==> config.mk <==
export PLATFORM = sky130hd
export DESIGN_NAME = otm_gen
export DESIGN_NICKNAME = d
export VERILOG_FILES = /design/src/rtl/otm_pkg.sv /design/src/rtl/otm_owner_latch.sv /design/src/rtl/otm_period_cnt.sv /design/src/rtl/otm_msg_slot.sv /design/src/rtl/otm_gen.sv
export SDC_FILE = /design/constraint.sdc
export NUM_CORES = 1
export LEC_CHECK = 0
export ABC_AREA = 0
export BUFFER_PORTS_ARGS = -buffer_cell sky130_fd_sc_hd__buf_2
export CORE_MARGIN = 4
export CORE_UTILIZATION = 57
export CTS_CLUSTER_DIAMETER = 50
export CTS_CLUSTER_SIZE = 28
export DETAILED_ROUTE_END_ITERATION = 10
export PLACE_DENSITY = 0.87
export SYNTH_ARGS = -nofsm -noshare
export SYNTH_HDL_FRONTEND = slang
export SYNTH_HIERARCHICAL = 1
export SYNTH_SLANG_ARGS = --single-unit
==> constraint.sdc <==
create_clock -name clk -period 3.3 [get_ports clk]
set_clock_uncertainty 0.1 [all_clocks]
set_input_delay 0.165 -clock clk [delete_from_list [all_inputs] [get_ports clk]]
set_output_delay 0.165 -clock clk [all_outputs]
set_load 0.05 [all_outputs]
==> src/rtl/otm_pkg.sv <==
package otm_pkg;
  typedef enum logic {
    SRC_WRITE    = 1'b0,
    SRC_PERIODIC = 1'b1
  } msg_src_e;
endpackage

==> src/rtl/otm_owner_latch.sv <==
module otm_owner_latch #(
  parameter int OWNER_W = 32
) (
  input  logic               clk,
  input  logic               rst,
  input  logic               pid_wr,
  input  logic [OWNER_W-1:0] pid_data,
  input  logic               reg_wr,
  input  logic [OWNER_W-1:0] reg_wdata,
  input  logic               reg_rd,
  output logic               wr_hit,
  output logic [OWNER_W-1:0] wr_value,
  output logic [OWNER_W-1:0] owner_q,
  output logic [OWNER_W-1:0] reg_rdata
);
  // process-ID write wins when both sources write together
  always_comb begin
    wr_hit   = pid_wr | reg_wr;
    wr_value = pid_wr ? pid_data : reg_wdata;
  end

  always_ff @(posedge clk) begin
    if (rst) begin
      owner_q <= '0;
    end else if (wr_hit) begin
      owner_q <= wr_value;
    end
  end

  always_ff @(posedge clk) begin
    if (rst) begin
      reg_rdata <= '0;
    end else if (reg_rd) begin
      reg_rdata <= owner_q;
    end
  end

  AST_LATCH_FOLLOWS: assert property (@(posedge clk) disable iff (rst)
    (pid_wr || reg_wr) |=> owner_q == $past(pid_wr ? pid_data : reg_wdata)) else $error("latch");
  AST_LATCH_STILL: assert property (@(posedge clk) disable iff (rst)
    (!pid_wr && !reg_wr) |=> $stable(owner_q)) else $error("latch hold");
endmodule

==> src/rtl/otm_period_cnt.sv <==
module otm_period_cnt #(
  parameter int PERIOD = 255
) (
  input  logic clk,
  input  logic rst,
  input  logic other_msg,
  input  logic clear,
  output logic expire
);
  localparam int CNT_W = (PERIOD > 2) ? $clog2(PERIOD) : 1;
  localparam logic [CNT_W-1:0] LAST = CNT_W'(PERIOD - 1);

  logic [CNT_W-1:0] cnt;

  always_comb expire = other_msg && (cnt == LAST);

  always_ff @(posedge clk) begin
    if (rst) begin
      cnt <= '0;
    end else if (clear || expire) begin
      cnt <= '0;
    end else if (other_msg) begin
      cnt <= cnt + 1'b1;
    end
  end

  AST_CNT_RANGE: assert property (@(posedge clk) disable iff (rst)
    cnt <= LAST) else $error("cnt range");
  AST_CNT_CLEAR: assert property (@(posedge clk) disable iff (rst)
    clear |=> cnt == '0) else $error("cnt clear");
  AST_CNT_IDLE: assert property (@(posedge clk) disable iff (rst)
    (!clear && !other_msg) |=> $stable(cnt)) else $error("cnt idle");
endmodule

==> src/rtl/otm_msg_slot.sv <==
module otm_msg_slot
  import otm_pkg::*;
#(
  parameter int OWNER_W = 32
) (
  input  logic               clk,
  input  logic               rst,
  input  logic               load,
  input  logic [OWNER_W-1:0] load_owner,
  input  msg_src_e           load_src,
  input  logic               ready,
  output logic               valid,
  output logic [OWNER_W-1:0] owner,
  output logic               periodic
);
  always_ff @(posedge clk) begin
    if (rst) begin
      valid    <= 1'b0;
      owner    <= '0;
      periodic <= 1'b0;
    end else if (load) begin
      valid    <= 1'b1;
      owner    <= load_owner;
      periodic <= (load_src == SRC_PERIODIC);
    end else if (valid && ready) begin
      valid <= 1'b0;
    end
  end

  AST_SLOT_HOLD: assert property (@(posedge clk) disable iff (rst)
    (valid && !ready && !load) |=> valid && $stable(owner) && $stable(periodic)) else $error("hold");
  AST_SLOT_DRAIN: assert property (@(posedge clk) disable iff (rst)
    (valid && ready && !load) |=> !valid) else $error("drain");
endmodule

==> src/rtl/otm_gen.sv <==
module otm_gen
  import otm_pkg::*;
#(
  parameter int OWNER_W = 32,
  parameter int PERIOD  = 255
) (
  input  logic               clk,
  input  logic               rst,
  input  logic               pid_wr,
  input  logic [OWNER_W-1:0] pid_data,
  input  logic               reg_wr,
  input  logic               reg_rd,
  input  logic [OWNER_W-1:0] reg_wdata,
  output logic [OWNER_W-1:0] reg_rdata,
  input  logic               other_msg,
  output logic               msg_valid,
  input  logic               msg_ready,
  output logic [OWNER_W-1:0] msg_owner,
  output logic               msg_periodic
);
  logic               wr_hit;
  logic [OWNER_W-1:0] wr_value;
  logic [OWNER_W-1:0] owner_q;
  logic               expire;
  logic               new_req;
  logic [OWNER_W-1:0] req_owner;
  msg_src_e           req_src;

  otm_owner_latch #(.OWNER_W(OWNER_W)) u_latch (
    .clk(clk), .rst(rst),
    .pid_wr(pid_wr), .pid_data(pid_data),
    .reg_wr(reg_wr), .reg_wdata(reg_wdata), .reg_rd(reg_rd),
    .wr_hit(wr_hit), .wr_value(wr_value),
    .owner_q(owner_q), .reg_rdata(reg_rdata)
  );

  otm_period_cnt #(.PERIOD(PERIOD)) u_period (
    .clk(clk), .rst(rst),
    .other_msg(other_msg), .clear(wr_hit),
    .expire(expire)
  );

  // a write outranks a coincident expiry: one message, fresh value
  always_comb begin
    new_req   = wr_hit | expire;
    req_owner = wr_hit ? wr_value : owner_q;
    req_src   = wr_hit ? SRC_WRITE : SRC_PERIODIC;
  end

  otm_msg_slot #(.OWNER_W(OWNER_W)) u_slot (
    .clk(clk), .rst(rst),
    .load(new_req), .load_owner(req_owner), .load_src(req_src),
    .ready(msg_ready),
    .valid(msg_valid), .owner(msg_owner), .periodic(msg_periodic)
  );

  AST_WRITE_MSG: assert property (@(posedge clk) disable iff (rst)
    (pid_wr || reg_wr) |=> msg_valid && !msg_periodic) else $error("write msg");
  AST_PID_FIRST: assert property (@(posedge clk) disable iff (rst)
    pid_wr |=> msg_owner == $past(pid_data)) else $error("pid first");
  AST_READ_QUIET: assert property (@(posedge clk) disable iff (rst)
    (reg_rd && !pid_wr && !reg_wr && !expire && !msg_valid) |=> !msg_valid) else $error("read");
  AST_EXPIRE_MSG: assert property (@(posedge clk) disable iff (rst)
    (expire && !wr_hit) |=> msg_valid && msg_periodic) else $error("expire");
endmodule

==> impl_metrics.env, run 1 <==
export IMPL_drt_iter0_drc=141
export IMPL_drc=0
export IMPL_avgSynthCellArea_um2=10.98
export IMPL_grt_use_total_pct=22.21
export IMPL_first_pass_iters=4
export IMPL_setup_viol_count_final=0
export IMPL_ys_flop_type="dfxtp_1"
export IMPL_clock_latency_ns=0.35
export IMPL_outcome="complete, no violations"
export IMPL_yosys_warnings=6
export IMPL_p_leak_uw=0.002973
export IMPL_numCtsBuffers=9
export IMPL_synth_area_mm2=0.005269
export IMPL_cts_buffer_depth=2
export IMPL_path_cells="ha_1, nand2_1, nor3_1, or2_2, mux2i_1, nor2_1"
export IMPL_worstHoldPathType="in2reg"
export IMPL_rrSetupSlack_ns=0.84
export IMPL_dieArea_mm2=0.01085
export IMPL_powerDensity_mw_per_mm2=486.7
export IMPL_slew_headroom_pct=22.33
export IMPL_grt_pass1_wl_mm=20.21
export IMPL_fin_crit_sh_pct=74.52
export IMPL_num_io_pins=137
export IMPL_dp_cells=690
export IMPL_fin_nets=671
export IMPL_crit_type="reg2reg"
export IMPL_reg2reg_depth=6
export IMPL_grt_pass1_vias=4179
export IMPL_ant_nets=0
export IMPL_clock_sinks=106
export IMPL_start_util_pct=59.54
export IMPL_place_hpwl_mm=8.046
export IMPL_period_needed_ns=2.459
export IMPL_cp_depth=6
export IMPL_synth_edf_count=0
export IMPL_path_delay_family="simple AND/OR/NAND/NOR gates"
export IMPL_clock_fmax_ghz=0.4066
export IMPL_required_ns=3.44
export IMPL_regArea_mm2=0.002122
export IMPL_die_x_um=104.1
export IMPL_rsz0062_at_grt="false"
export IMPL_grt_max_degree=66
export IMPL_cts_setup_buffers=0
export IMPL_maxSlewViolCount=0
export IMPL_cts_tree="yes"
export IMPL_via_per_inst=5.630
export IMPL_total_power_uw=2934
export IMPL_io_buffers=136
export IMPL_ys_async_sr_fraction_pct=0
export IMPL_routedWlPerCell_um=17.13
export IMPL_cp_slowest_cell="or2_2"
export IMPL_grt_overflow=0
export IMPL_synth_seq_cells=106
export IMPL_tightest_slew_ns=1.165
export IMPL_drive_gt1_share_pct=38.04
export IMPL_place_gp_congestion=0.7810
export IMPL_die_h_um=104.1
export IMPL_yosysUniqueCellTypes=35
export IMPL_area_growth_pct=14.41
export IMPL_wl_mm=12.16
export IMPL_routed_via_count=3997
export IMPL_seq_area_frac_synth_pct=40.28
export IMPL_tns_ns=0
export IMPL_antenna_cells=0
export IMPL_critPathBufInv=0
export IMPL_antenna_found_initial=0
export IMPL_drv_cap=0
export IMPL_arrival_ns=2.60
export IMPL_setup_worst_path_start_class="register"
export IMPL_dp_slack_ns=0.9019
export IMPL_hold_viol=0
export IMPL_final_cells=710
export IMPL_multiInputGateArea_mm2=0.002771
export IMPL_rows=34
export IMPL_crit_fanout=34
export IMPL_final_setup_worst_slack_ns=0.8408
export IMPL_ir_drop_mv=0.2945
export IMPL_end_kind="register"
export IMPL_synthCells=480
export IMPL_worstHoldPathCells=3
export IMPL_syn_nets=553
export IMPL_final_core_util_pct=68.13
export IMPL_slowest_delay_ns=0.91
export IMPL_cts_root_buf="clkbuf_8"
export IMPL_clk_pin_slew_ns=0.10
export IMPL_cts_htree_levels=3
export IMPL_core_area_mm2=0.008848
export IMPL_fill_cells=694
[worst reg2reg max path, stage by stage, from the launching register on]
cell,delay (ns)
dfxtp_1,0.44
ha_1,0.24
nand2_1,0.10
nor3_1,0.16
or2_2,0.91
mux2i_1,0.34
nor2_1,0.06
[what timing repair did]
action / in CTS / in global routing
hold buffers: 3 / 2
endpoints found under the hold margin: 3 / 2
gates resized for setup: 0 / 0
[final timing paths]
| kind | from | endpoint |
|---|---|---|
| worst max-delay path | u_period/cnt[1] | u_slot/owner[9] |
| worst min-delay path | pid_data[8] | u_latch/owner_q[8] |
| worst min register to register | u_slot/valid | u_slot/valid |
| worst max register to register | u_period/cnt[1] | u_slot/owner[9] |
[layer usage]
metal / vias up / wire (µm) / track usage [%]
met1: 1949 / 5432 / 27.46
met5: - / 0 / 0
li1: 1920 / - / -
met2: 108 / 5941 / 38.72
met3: 20 / 577 / 4.655
met4: 0 / 211 / 6.933
[report_power, final]
part | switching (µW) | internal (µW)
clock network | 429 | 446
registers | 52.7 | 1360
logic | 391 | 254
[cell type report]
type	count	share of cell area (%)
sequential	106	35.20
inverter	5	0.3113
timing repair buffer	145	12.66
clock buffer	11	2.345
multi-input combinational	331	45.97
tap	108	2.242
clock inverter	4	1.266
[logic make-up (layout without fill, tap and decap cells)]
logic type / after synthesis / count (layout) / synth area share, %
compound gates: 43 / 43 / 6.436
xor+xnor: 4 / 4 / 0.6650
fa+ha+maj: 2 / 2 / 0.4749
buf+inv: 43 / 165 / 7.124
flops: 106 / 106 / 40.28
mux: 161 / 161 / 34.10
simple gates: 121 / 121 / 10.92
[synth_stat cells (4+ instances only)]
master / number / area share [%]
a211oi_1: 29 / 4.1
a211oi_2: 4 / 0.95
buf_12: 9 / 3.4
buf_2: 9 / 0.85
buf_4: 7 / 1.0
buf_6: 4 / 0.85
clkbuf_1: 8 / 0.57
dfxtp_1: 106 / 40
inv_1: 4 / 0.28
mux2_2: 36 / 7.7
mux2_4: 28 / 8.0
mux2i_1: 97 / 18
nand2_1: 5 / 0.36
nor2_1: 71 / 5.1
nor2b_1: 32 / 3.8
[sequential cells by signal, indices dropped and copies added (netlist names)]
name               count
u_latch/reg_rdata     32
u_latch/owner_q       32
u_period/cnt           8
u_slot/valid           1
u_slot/periodic        1
u_slot/owner          32
[stage by stage]
stage	hold WS (ns)	instance area, µm²
4_1_cts	0.00004066	6008
3_5_place_dp	0.3594	5761
2_1_floorplan	0.2344	5269
5_1_grt	0.004959	6028
6_report	0.01267	6028
3_3_place_gp	0.3321	5761
[placed cells by master, fill, tap and decap left out, types with 3 or more instances in the layout]
cell type	Yosys	routed
a211oi_1	29	29
a211oi_2	4	4
a21oi_1	3	3
buf_2	9	135
buf_4	7	5
clkbuf_8	0	10
dfxtp_1	106	106
dlygate4sd3_1	0	5
inv_1	4	4
mux2_2	36	36
mux2_4	28	28
mux2i_1	97	97
nand2_1	5	5
nor2_1	71	71
nor2b_1	32	32
o31ai_1	3	3
or2_2	3	3
Power figures use the tool's default switching activity.
==> run 2, diff against run 1 <==
Settings changed: CORE_UTILIZATION 57 to 48, PLACE_DENSITY 0.87 to 0.78.
Clock period 3.3 ns to 2 ns, I/O delays scaled along.
==> run 2 against run 1 <==
Net effect:
- critical path depth grew 1
- largest cell class unchanged
- final cell count is 12% higher
- setup slack got worse by 0.60 ns
- clock power increased by 47%
- combinational power increased by 83%
- non-clock buffer count grew 58
- global-route usage is 1.1 points lower
- maximum frequency is 40% higher
==> impl_metrics.env, run 2 (same netlist as run 1, synthesis figures left out) <==
export IMPL_worstHoldPathType="in2reg"
export IMPL_placed_area_mm2=0.005913
export IMPL_rsz0062_at_grt="false"
export IMPL_grt_use_total_pct=21.14
export IMPL_area_growth_pct=26.05
export IMPL_powerDensity_mw_per_mm2=724.1
export IMPL_clock_sinks=106
export IMPL_cts_root_buf="clkbuf_8"
export IMPL_clk_pin_slew_ns=0.10
export IMPL_period_needed_ns=1.763
export IMPL_place_hpwl_mm=8.888
export IMPL_rows=37
export IMPL_grt_overflow=0
export IMPL_top_regs="u_latch/owner_q x32, u_latch/reg_rdata x32, u_slot/owner x32"
export IMPL_core_area_mm2=0.01051
export IMPL_arrival_ns=1.93
export IMPL_setup_viol_count_final=0
export IMPL_drt_iter0_drc=202
export IMPL_drc=0
export IMPL_via_per_inst=5.208
export IMPL_crit_fanout=12
export IMPL_num_io_pins=137
export IMPL_tns_ns=0
export IMPL_holdWs_ns=0.01501
export IMPL_tightest_slew_ns=0.6483
export IMPL_final_common_cell="buf_2"
export IMPL_end_kind="register"
export IMPL_grt_max_degree=54
export IMPL_dieArea_mm2=0.01272
export IMPL_grt_pass1_wl_mm=22.16
export IMPL_outcome="complete, no violations"
export IMPL_drive_gt1_share_pct=36.21
export IMPL_numCtsBuffers=9
export IMPL_drv_cap=0
export IMPL_ir_drop_mv=0.4070
export IMPL_start_util_pct=50.14
export IMPL_slew_headroom_pct=56.78
export IMPL_mostFrequentLayoutCells="buf_2, dfxtp_1, mux2i_1"
export IMPL_p_leak_uw=0.003255
export IMPL_clock_latency_ns=0.37
export IMPL_io_buffers=136
export IMPL_grt_pass1_vias=4454
export IMPL_setup_worst_path_start_class="register"
export IMPL_cts_tree="yes"
export IMPL_rrSetupSlack_ns=0.24
export IMPL_wl_mm=13.33
export IMPL_routed_via_count=4151
export IMPL_hold_viol=0
export IMPL_die_h_um=112.8
export IMPL_required_ns=2.16
export IMPL_first_pass_iters=4
export IMPL_ant_nets=0
export IMPL_routedWlPerCell_um=16.73
export IMPL_cts_htree_levels=3
export IMPL_antenna_found_initial=1
export IMPL_fin_crit_sh_pct=88.13
export IMPL_maxSlewViolCount=0
export IMPL_cts_setup_buffers=0
export IMPL_clock_fmax_ghz=0.5673
export IMPL_place_gp_congestion=0.8077
export IMPL_cts_buffer_depth=2
export IMPL_crit_type="reg2reg"
export IMPL_stdcell_area_mm2=0.006641
export IMPL_fin_nets=729
export IMPL_die_x_um=112.8
[run 2: changes by cell type in the layout (fill, tap and decap cells not counted), sizes merged]
cell         previous run  this run
clkinv                  1         3
bufinv                  2         1
clkbuf                 11        10
dlygate4sd3             5        54
buf                   140       149
diode                   0         1
[run 2: metal layers]
metal	vias up	global-route usage, %	part of all wire (%)
met5	-	0	0
met4	0	7.612	1.5
met3	15	4.064	5.5
met2	121	35.23	49
met1	1982	27.29	44
li1	2033	-	-
[run 2: critical path, stage by stage, from the launching register on]
cell and delay, ns:
dfxtp_2 0.39, ha_1 0.20, nand2_1 0.10, nor3_1 0.17
or2_2 0.17, buf_4 0.24, mux2i_1 0.23, nor2_1 0.06
[run 2: final timing paths]
| path | start | end | depth (start not counted) |
|---|---|---|---|
| worst min register to register | u_slot/valid | u_slot/valid | 2 |
| worst min-delay path | reg_wdata[23] | u_latch/owner_q[23] | 3 |
| worst max register to register | u_period/cnt[1] | u_slot/owner[21] | 7 |
| worst max-delay path | u_period/cnt[1] | u_slot/owner[21] | 7 |
[run 2: metrics by stage]
stage	setup slack, ns	instances	total power [µW]	util [%]
detailed placement	0.2110	727	3465	56.27
floorplan	0.03387	480	3211	-
finish	0.2373	797	4809	63.20
CTS	0.1965	796	4835	63.16
global route	0.02587	797	5025	63.20
global placement	0.2876	727	3434	56.27
[run 2: layout make-up]
class	count	area, µm²
well taps	136	170.2
clock buffers	10	127.6
fillers	863	3867
diodes	1	2.502
multi-input cells	331	2771
repair buffers	203	1371
flip-flops and latches	106	2123
inverters	5	18.77
clock inverters	5	56.30
[run 2: report_power, final]
| group | switching, µW | leakage, µW | total [µW] | internal, µW |
|---|---|---|---|---|
| Combinational | 674 | 0.00229 | 1180 | 508 |
| Clock | 720 | 0.0000921 | 1290 | 571 |
| Sequential | 88.8 | 0.000875 | 2340 | 2250 |
[run 2: repair_timing]
action	in CTS	in global routing
endpoints found under the hold margin	33	0
setup endpoints to repair	0	1
resized for setup	0	1
hold buffers	54	0
==> run 3, diff against run 2 <==
Settings changed: CORE_UTILIZATION 48 to 53, PLACE_DENSITY 0.78 to 0.82.
Clock period 2 ns to 1.82 ns, I/O delays scaled along.
==> run 3 against run 2 <==
Net effect:
- maximum frequency up 1.6%
- critical path type unchanged
- sequential power up 9.8%
- combinational power up 14%
- clock-buffer cell count up 1
- setup slack worse by 0.15 ns
- flip-flop and latch count unchanged
- clock power up 37%
- cell area up 3.1%
- total power up 18%
- die area down 8.8%
- final cell count up 0.75%
==> impl_metrics.env, run 3 (same netlist as run 1, synthesis figures left out) <==
export IMPL_outcome="complete, no violations"
export IMPL_rsz0062_at_grt="false"
export IMPL_clock_sinks=106
export IMPL_rows=36
export IMPL_num_io_pins=137
export IMPL_tns_ns=0
export IMPL_cts_buffer_depth=2
export IMPL_ir_drop_mv=0.5514
export IMPL_fin_nets=739
export IMPL_place_hpwl_mm=8.524
export IMPL_grt_max_degree=66
export IMPL_final_setup_worst_slack_ns=0.08483
export IMPL_powerDensity_mw_per_mm2=829.2
export IMPL_maxSlewViolCount=0
export IMPL_p_switching_uw=1639
export IMPL_setup_worst_path_start_class="register"
export IMPL_drt_iter0_drc=205
export IMPL_ant_nets=0
export IMPL_drive_gt1_share_pct=35.67
export IMPL_fin_crit_sh_pct=95.34
export IMPL_cp_slowest_cell="dfxtp_1"
export IMPL_comb_power_share_pct=23.6
export IMPL_setup_viol_count_final=0
export IMPL_cts_tree="yes"
export IMPL_wl_mm=13.71
export IMPL_grt_pass1_vias=4573
export IMPL_top_regs="u_latch/owner_q x32, u_latch/reg_rdata x32, u_slot/owner x32"
export IMPL_routed_via_count=4327
export IMPL_place_gp_congestion=0.7839
export IMPL_dieArea_mm2=0.01160
export IMPL_seqPwrFrac_pct=45.2
export IMPL_p_leak_uw=0.003360
export IMPL_mostFrequentLayoutCells="buf_2, dfxtp_1, mux2i_1"
export IMPL_end_kind="register"
export IMPL_tightest_slew_ns=0.7445
export IMPL_required_ns=1.96
export IMPL_grt_pass1_wl_mm=21.81
export IMPL_io_buffers=136
export IMPL_numCtsBuffers=9
export IMPL_die_x_um=107.7
export IMPL_worstHoldPathType="in2reg"
export IMPL_drv_cap=0
export IMPL_hold_viol=0
export IMPL_via_per_inst=5.389
export IMPL_period_needed_ns=1.735
export IMPL_antenna_found_initial=0
export IMPL_start_util_pct=54.15
export IMPL_p_int_uw=4038
export IMPL_clk_pin_slew_ns=0.09
export IMPL_grt_use_total_pct=23.48
export IMPL_routedWlPerCell_um=17.07
export IMPL_crit_fanout=10
export IMPL_switching_share_pct=28.86
export IMPL_cts_htree_levels=3
export IMPL_grt_overflow=0
export IMPL_arrival_ns=1.88
export IMPL_critPathBufInv=2
export IMPL_crit_type="reg2reg"
export IMPL_core_area_mm2=0.009729
export IMPL_clock_latency_ns=0.36
export IMPL_fill_cells=694
export IMPL_cts_root_buf="clkbuf_8"
export IMPL_slew_headroom_pct=50.29
export IMPL_antenna_cells=0
export IMPL_drc=0
export IMPL_final_common_cell="buf_2"
export IMPL_clock_fmax_ghz=0.5763
export IMPL_dp_slack_ns=0.05663
export IMPL_pwr_share_clk_pct=31.2
export IMPL_path_delay_family="simple AND/OR/NAND/NOR gates"
export IMPL_slowest_delay_ns=0.32
export IMPL_path_cells="inv_1, ha_1, nand2_1, nor3_2, or2_4, clkbuf_16, mux2i_1, nor2_1"
export IMPL_first_pass_iters=4
export IMPL_area_growth_pct=29.95
export IMPL_die_h_um=107.7
run 3: routing by layer:
layer / vias to the layer above / wire length [µm] / GRT usage [%]
li1: 2056 / - / -
met1: 2088 / 5709 / 27.43
met2: 146 / 6862 / 40.99
met3: 37 / 723 / 4.079
met4: 0 / 412 / 11.99
met5: - / 0 / 0
run 3: worst min-delay path: stages:
cell and delay, ns:
buf_2 0.12, mux2i_1 0.16, a211oi_2 0.09
run 3: final timing paths:
| path | from | endpoint | slack (ns) | cells past startpoint |
|---|---|---|---|---|
| setup / recovery | u_period/cnt[0] | u_slot/owner[24] | 0.08 | 8 |
| hold / removal | reg_wdata[21] | u_latch/owner_q[21] | 0.04 | 3 |
| hold reg to reg | u_slot/valid | u_slot/valid | 0.38 | 2 |
| setup reg to reg | u_period/cnt[0] | u_slot/owner[24] | 0.08 | 8 |
run 3: area by class of cell:
cell class	count	area [µm²]	share of cell area (%)
tap	133	166.4	2.431
clock inverter	4	98.84	1.444
timing repair buffer	213	1508	22.02
sequential	106	2122	30.99
multi-input combinational	331	2781	40.63
clock buffer	11	151.4	2.211
inverter	5	18.77	0.2741
run 3: timing repair:
item	in CTS	in global routing
endpoints found under the setup margin	0	43
resized for setup	0	2
buffers inserted	0	0
hold buffers	65	0
endpoints found under the hold margin	38	0
run 3: through the flow:
step | hold WS, ns | std cells | utilization [%] | area, µm² | total power [µW]
after floorplan | 0.1604 | 480 | - | 5281 | 3532
after global placement | 0.2598 | 722 | 60.76 | 5912 | 3766
after detailed placement | 0.2662 | 722 | 60.76 | 5912 | 3803
after CTS | 0.007592 | 802 | 70.02 | 6813 | 5687
after global routing | 0.04170 | 803 | 70.37 | 6847 | 5891
final | 0.03826 | 803 | 70.37 | 6847 | 5677
run 3: power groups by stage:
stage	clock, µW	sequential [µW]	combinational, µW
floorplan	0	2920	608
global placement	0	2610	1160
detailed placement	0	2620	1190
CTS	1810	2560	1320
global route	1890	2580	1420
finish	1770	2570	1340
